--- src/rtl/dsw_pkg.sv ---
package dsw_pkg;
   // Byte addresses seen on the register port
   localparam int unsigned SMIEN_ADDR = 'h30;
   localparam int unsigned WDT_BASE   = 'h60;
   localparam int unsigned CNT_ADDR   = WDT_BASE + 'h0;
   localparam int unsigned STS_ADDR   = WDT_BASE + 'h4;
   localparam int unsigned CTL_ADDR   = WDT_BASE + 'h8;
   localparam int unsigned RLD_ADDR   = WDT_BASE + 'hC;

   // Bit positions inside those registers
   localparam int unsigned WDT_IEN_BIT = 13;
   localparam int unsigned GLB_IEN_BIT = 0;
   localparam int unsigned TMO_BIT     = 3;
   localparam int unsigned HALT_BIT    = 11;

   typedef struct packed {
      logic wdt_ien;
      logic glb_ien;
      logic halt;
   } dsw_cfg_t;
endpackage

--- src/rtl/dsw_regs.sv ---
module dsw_regs
   import dsw_pkg::*;
#(
   parameter int unsigned ADDR_W     = 8,
   parameter int unsigned DATA_W     = 32,
   parameter int unsigned CNT_W      = 10,
   parameter int unsigned RELOAD_RST = 600
) (
   input  logic              clk,
   input  logic              rst_n,
   input  logic              we,
   input  logic [ADDR_W-1:0] addr,
   input  logic [DATA_W-1:0] wdata,
   input  logic [CNT_W-1:0]  count,
   input  logic              tmo_flag,
   output logic [DATA_W-1:0] rdata,
   output dsw_cfg_t          cfg,
   output logic [CNT_W-1:0]  reload_val,
   output logic              ka_pulse,
   output logic              tmo_clr
);
   localparam logic [ADDR_W-1:0] A_SMIEN = ADDR_W'(SMIEN_ADDR);
   localparam logic [ADDR_W-1:0] A_CNT   = ADDR_W'(CNT_ADDR);
   localparam logic [ADDR_W-1:0] A_STS   = ADDR_W'(STS_ADDR);
   localparam logic [ADDR_W-1:0] A_CTL   = ADDR_W'(CTL_ADDR);
   localparam logic [ADDR_W-1:0] A_RLD   = ADDR_W'(RLD_ADDR);

   always_ff @(posedge clk or negedge rst_n) begin
      if (!rst_n) begin
         cfg.wdt_ien <= 1'b0;
         cfg.glb_ien <= 1'b0;
         cfg.halt    <= 1'b1;
         reload_val  <= CNT_W'(RELOAD_RST);
      end else if (we) begin
         if (addr == A_SMIEN) begin
            cfg.wdt_ien <= wdata[WDT_IEN_BIT];
            cfg.glb_ien <= wdata[GLB_IEN_BIT];
         end
         if (addr == A_CTL) cfg.halt <= wdata[HALT_BIT];
         if (addr == A_RLD) reload_val <= wdata[CNT_W-1:0];
      end
   end

   assign ka_pulse = we && (addr == A_CNT);
   assign tmo_clr  = we && (addr == A_STS) && wdata[TMO_BIT];

   always_comb begin
      rdata = '0;
      if (addr == A_SMIEN) begin
         rdata[WDT_IEN_BIT] = cfg.wdt_ien;
         rdata[GLB_IEN_BIT] = cfg.glb_ien;
      end else if (addr == A_CNT) begin
         rdata[CNT_W-1:0] = count;
      end else if (addr == A_STS) begin
         rdata[TMO_BIT] = tmo_flag;
      end else if (addr == A_CTL) begin
         rdata[HALT_BIT] = cfg.halt;
      end else if (addr == A_RLD) begin
         rdata[CNT_W-1:0] = reload_val;
      end
   end
endmodule

--- src/rtl/dsw_tick.sv ---
module dsw_tick #(
   parameter int unsigned PRESCALE = 4
) (
   input  logic clk,
   input  logic rst_n,
   input  logic run,
   output logic tick
);
   generate
      if (PRESCALE == 1) begin : g_direct
         assign tick = run;
      end else begin : g_div
         localparam int unsigned PW = $clog2(PRESCALE);
         localparam logic [PW-1:0] LAST = PW'(PRESCALE - 1);
         logic [PW-1:0] phase;
         always_ff @(posedge clk or negedge rst_n) begin
            if (!rst_n)              phase <= '0;
            else if (!run)           phase <= '0;
            else if (phase == LAST)  phase <= '0;
            else                     phase <= phase + 1'b1;
         end
         assign tick = run && (phase == LAST);
      end
   endgenerate
endmodule

--- src/rtl/dsw_counter.sv ---
module dsw_counter #(
   parameter int unsigned CNT_W      = 10,
   parameter int unsigned RELOAD_RST = 600
) (
   input  logic             clk,
   input  logic             rst_n,
   input  logic             tick,
   input  logic             load,
   input  logic [CNT_W-1:0] reload_val,
   output logic [CNT_W-1:0] count,
   output logic             expire
);
   assign expire = tick && (count == '0);

   always_ff @(posedge clk or negedge rst_n) begin
      if (!rst_n)       count <= CNT_W'(RELOAD_RST);
      else if (load)    count <= reload_val;
      else if (expire)  count <= reload_val;
      else if (tick)    count <= count - 1'b1;
   end
endmodule

--- src/rtl/dsw_stage.sv ---
module dsw_stage (
   input  logic clk,
   input  logic rst_n,
   input  logic expire,
   input  logic tmo_clr,
   input  logic wdt_ien,
   input  logic glb_ien,
   output logic tmo_flag,
   output logic smi_req,
   output logic sys_rst
);
   always_ff @(posedge clk or negedge rst_n) begin
      if (!rst_n) begin
         tmo_flag <= 1'b0;
         smi_req  <= 1'b0;
         sys_rst  <= 1'b0;
      end else begin
         smi_req <= 1'b0;
         if (expire) begin
            tmo_flag <= 1'b1;
            if (tmo_flag) sys_rst <= 1'b1;
            else          smi_req <= wdt_ien & glb_ien;
         end else if (tmo_clr) begin
            tmo_flag <= 1'b0;
         end
      end
   end
endmodule

--- src/rtl/dual_stage_wdt.sv ---
module dual_stage_wdt
   import dsw_pkg::*;
#(
   parameter int unsigned ADDR_W     = 8,
   parameter int unsigned DATA_W     = 32,
   parameter int unsigned CNT_W      = 10,
   parameter int unsigned PRESCALE   = 4,
   parameter int unsigned RELOAD_RST = 600
) (
   input  logic              clk,
   input  logic              rst_n,
   input  logic              reg_we,
   input  logic [ADDR_W-1:0] reg_addr,
   input  logic [DATA_W-1:0] reg_wdata,
   output logic [DATA_W-1:0] reg_rdata,
   output logic              smi_req,
   output logic              sys_rst_out
);
   generate
      if (ADDR_W < 7)                 begin : g_bad_addr  $error("ADDR_W too small for map"); end
      if (DATA_W < 14)                begin : g_bad_data  $error("DATA_W must hold bit 13"); end
      if (CNT_W < 2 || CNT_W > DATA_W) begin : g_bad_cnt   $error("CNT_W out of range"); end
      if (PRESCALE < 1)               begin : g_bad_pre   $error("PRESCALE must be >= 1"); end
      if (RELOAD_RST >= (1 << CNT_W)) begin : g_bad_rld   $error("RELOAD_RST exceeds CNT_W"); end
   endgenerate

   dsw_cfg_t         cfg;
   logic [CNT_W-1:0] count, reload_val;
   logic             ka_pulse, tmo_clr, tick, expire, tmo_flag;
   logic             cfg_halt, cfg_wdt_ien, cfg_glb_ien;

   assign cfg_halt    = cfg.halt;
   assign cfg_wdt_ien = cfg.wdt_ien;
   assign cfg_glb_ien = cfg.glb_ien;

   dsw_regs #(
      .ADDR_W(ADDR_W), .DATA_W(DATA_W), .CNT_W(CNT_W), .RELOAD_RST(RELOAD_RST)
   ) u_regs (
      .clk(clk), .rst_n(rst_n), .we(reg_we), .addr(reg_addr), .wdata(reg_wdata),
      .count(count), .tmo_flag(tmo_flag), .rdata(reg_rdata), .cfg(cfg),
      .reload_val(reload_val), .ka_pulse(ka_pulse), .tmo_clr(tmo_clr)
   );

   dsw_tick #(.PRESCALE(PRESCALE)) u_tick (
      .clk(clk), .rst_n(rst_n), .run(!cfg_halt), .tick(tick)
   );

   dsw_counter #(.CNT_W(CNT_W), .RELOAD_RST(RELOAD_RST)) u_cnt (
      .clk(clk), .rst_n(rst_n), .tick(tick), .load(ka_pulse),
      .reload_val(reload_val), .count(count), .expire(expire)
   );

   dsw_stage u_stage (
      .clk(clk), .rst_n(rst_n), .expire(expire), .tmo_clr(tmo_clr),
      .wdt_ien(cfg_wdt_ien), .glb_ien(cfg_glb_ien),
      .tmo_flag(tmo_flag), .smi_req(smi_req), .sys_rst(sys_rst_out)
   );
endmodule

--- config.mk ---
export PLATFORM = sky130hd
export DESIGN_NAME = dual_stage_wdt
export DESIGN_NICKNAME = d
export VERILOG_FILES = /design/src/rtl/dsw_pkg.sv /design/src/rtl/dsw_regs.sv /design/src/rtl/dsw_tick.sv /design/src/rtl/dsw_counter.sv /design/src/rtl/dsw_stage.sv /design/src/rtl/dual_stage_wdt.sv
export SDC_FILE = /design/constraint.sdc
export NUM_CORES = 1
export LEC_CHECK = 0
export BUFFER_PORTS_ARGS = -buffer_cell sky130_fd_sc_hd__buf_2
export CORE_MARGIN = 5
export CORE_UTILIZATION = 35
export CTS_CLUSTER_SIZE = 20
export DETAILED_ROUTE_END_ITERATION = 8
export PLACE_DENSITY = 0.65
export RECOVER_POWER = 25
export SLEW_MARGIN = 30
export SYNTH_ARGS = -nofsm -noshare
export SYNTH_HDL_FRONTEND = slang
export SYNTH_SLANG_ARGS = --single-unit
--- constraint.sdc ---
create_clock -name clk -period 2.65 [get_ports clk]
set_input_delay 0.265 -clock clk [delete_from_list [all_inputs] [get_ports clk]]
set_output_delay 0.265 -clock clk [all_outputs]
set_load 0.05 [all_outputs]
==> flow_metrics.tcl <==
set metrics [dict create \
    critPathKind "primary input to primary output" \
    rows 25 \
    min_period_ns 2.34 \
    yosysTopAreaCellShare_pct 28.1 \
    synth-seq-cells 28 \
    synth_edf_count 0 \
    gp_congestion 0.824 \
    drtIter0Drc 93 \
    path_clk_slew_ns 0.10 \
    fmaxAchievable_mhz 428 \
    num_vias 1315 \
    synth-async-reset-ratio_pct 100 \
    io_pins 77 \
    clk_latency_ns 0.28 \
    crit_fanout 7 \
    clock_sinks 28 \
    period_share_pct 88.2 \
    routedWlPerCell_um 14.6 \
    wl_um 3710 \
    syn_inst 164 \
    min_from "reg_wdata[1]" \
    worst_slack_ns 0.314 \
    hold_buffers 0 \
    grt_antenna_before_repair 0 \
    syn_to_final_growth_pct 15.2 \
    peakVddDrop_uv 292 \
    tns_ns 0 \
    hold-path-endpoint "u_regs.reload_val[1]" \
    fin_util_pct 41.5 \
    drive_gt1_share_pct 35.3 \
    dieWidth_um 79.5 \
    core_um2 4690 \
    synth_area_um2 1690 \
    synth_ff_type "dfrtp_1" \
    synth.avg_cell_area_um2 10.3 \
    rrSetupSlack_ns 0.57 \
    slew_violations 29 \
    placement.io_buffers 36 \
    maxSlewHeadroom_pct -4.02 \
    post-place-cells 251 \
    cts.path.max_buffers 2 \
    r2r-start "u_cnt.count[0]" \
    hold_path_depth 2 \
    drc 0 \
    layout.nets 247 \
    setup_viol_count_final 0 \
    grt_pass1_wl_um 6240 \
    diodes 0 \
    grtUsageTotal_pct 12.3 \
    max-cap-violations 1 \
    outcome "complete, but fails checks" \
    fin_worst_skew_ns 0.00899 \
    final_cells 255 \
    grt_pass1_vias 1326 \
    firstDrtPassIters 5 \
    leakage_nw 0.958 \
    ys_top_cells_by_area "dfrtp_1 28%, dfstp_2 14%, buf_4 8.9%, mux2_2 8.7%, a22o_1 4.1%" \
    fp.dieH_um 79.5 \
    cts_root_buffer "clkbuf_8" \
    end_kind "primary output" \
    die_area_um2 6320 \
    cts_resized 0 \
    viasPerCell 5.16 \
    worstRegToRegCells 6 \
    numCtsBuffers 3 \
    arrival_ns 2.07 \
    hp-class "primary input to flip-flop" \
    ant_nets 0 \
    pre_cts_ws_ns 0.291 \
    synth-seq-area-share_pct 42.1 \
    synth_largest_area_cell "dfrtp_1" \
    rr_endpoint "u_cnt.count[3]" \
    violations "capacitance limit, slew limit" \
    dp_hpwl_um 2760 \
    postCtsSetupRepairBufs 0 \
    grt-ovfl-total 0 \
    hold_viol 0 \
    ys_types 44 \
    htreeDepth 1 \
    cp.required_ns 2.38 \
    timing.hold.ws_ns 0.207 \
    rsz0062_at_grt "no" \
    worstSetupStartpointType "primary input" \
    cts_tree "yes" \
    worst_pin_slew_ns 1.56 \
    grt_start_max_net_pins 29 \
    power.density_nw_per_um2 669 \
    initial_core_util_pct 36.0 \
    ys_warn_count 0 \
]
[layout by cell type, fill, tap and decap left out, types with 2 or more instances in the layout]
cell       instances
a21o_1             3
a21oi_1            3
a22o_1             8
a2bb2oi_1          7
and2_1             2
and3_1             2
and4_1             2
buf_2             35
buf_4              6
clkbuf_8           3
conb_1            20
dfrtp_1           19
dfstp_2            9
ha_1               2
inv_1              6
mux2_2            13
nand2_1            7
nand3_1            4
nand4_1            5
nand4b_1           2
nor2_1             7
nor2b_1            3
nor3_1             6
nor4_2             2
nor4b_1            2
o21ai_0            2
xor2_1             4
[state kept, by name, summed over array words and instances (netlist names)]
name / flops
u_stage.smi_req: 1
u_regs.reload_val: 10
u_stage.tmo_flag: 1
u_regs.cfg: 3
u_stage.sys_rst: 1
u_cnt.count: 10
u_tick.g_div.phase: 2
[logic make-up (layout without fill, tap and decap cells)]
group	count (synthesis)	in the layout	synth area share, %
flops	28	28	42.1
buf+inv	34	52	12.1
simple gates	50	50	18.3
other cells	1	20	0.222
xor+xnor	4	4	2.07
compound gates	31	31	14.4
mux	14	14	9.25
fa+ha+maj	2	2	1.48
[cell type report]
class,instances,area (µm²)
inverter,6,22.5
sequential,28,712
tap,54,67.6
clock inverter,1,30.0
clock buffer,3,41.3
timing repair buffer,42,224
multi-input combinational,121,851
fill,494,2740
[critical path, cell delays in order]
cell      delay, ns
buf_2          0.09
or4b_1         0.67
nor4bb_1       0.56
a222oi_1       0.15
inv_1          0.08
buf_2          0.25
[per-stage QoR]
step / area (µm²) / power [W]
6_report: 1950 / 0.00130
3_5_place_dp: 1880 / 0.000974
4_1_cts: 1950 / 0.00132
3_3_place_gp: 1880 / 0.000960
5_1_grt: 1950 / 0.00140
2_1_floorplan: 1760 / 0.000904
[Yosys cell counts, types with 4 or more instances]
cell / instances
xor2_1: 4
clkbuf_1: 6
dfstp_2: 9
dfrtp_1: 19
nand3_1: 4
a2bb2oi_1: 7
nand4_1: 5
mux2_2: 13
nor2_1: 7
buf_4: 20
inv_1: 6
a22o_1: 8
nand2_1: 7
nor3_1: 6
[where the power goes]
part           switching, W  internal [W]
Combinational      0.000223      0.000143
Sequential        0.0000798      0.000518
Clock              0.000136      0.000202
Total              0.000439      0.000863
[how the worst max path moves through the flow]
stage	startpoint	cells after the start	slack (ns)	to
floorplan	reg_addr[1]	3	0.35	reg_rdata[3]
global placement	reg_addr[1]	6	0.28	reg_rdata[0]
detailed placement	reg_addr[1]	6	0.29	reg_rdata[0]
CTS	reg_addr[1]	6	0.28	reg_rdata[0]
global route	reg_addr[1]	6	0.08	reg_rdata[0]
finish	reg_addr[1]	6	0.31	reg_rdata[0]
[layer usage]
metal  track usage (%)  part of all wire, %  vias up  routed length (µm)
met5                 0                    0        -                   0
met3              2.26                  5.8        5                 215
li1                  -                    -      640                   -
met1              16.3                   46      630                1720
met2              20.2                   47       40                1730
met4              4.12                  1.2        0                  46
Power figures use the tool's default switching activity.
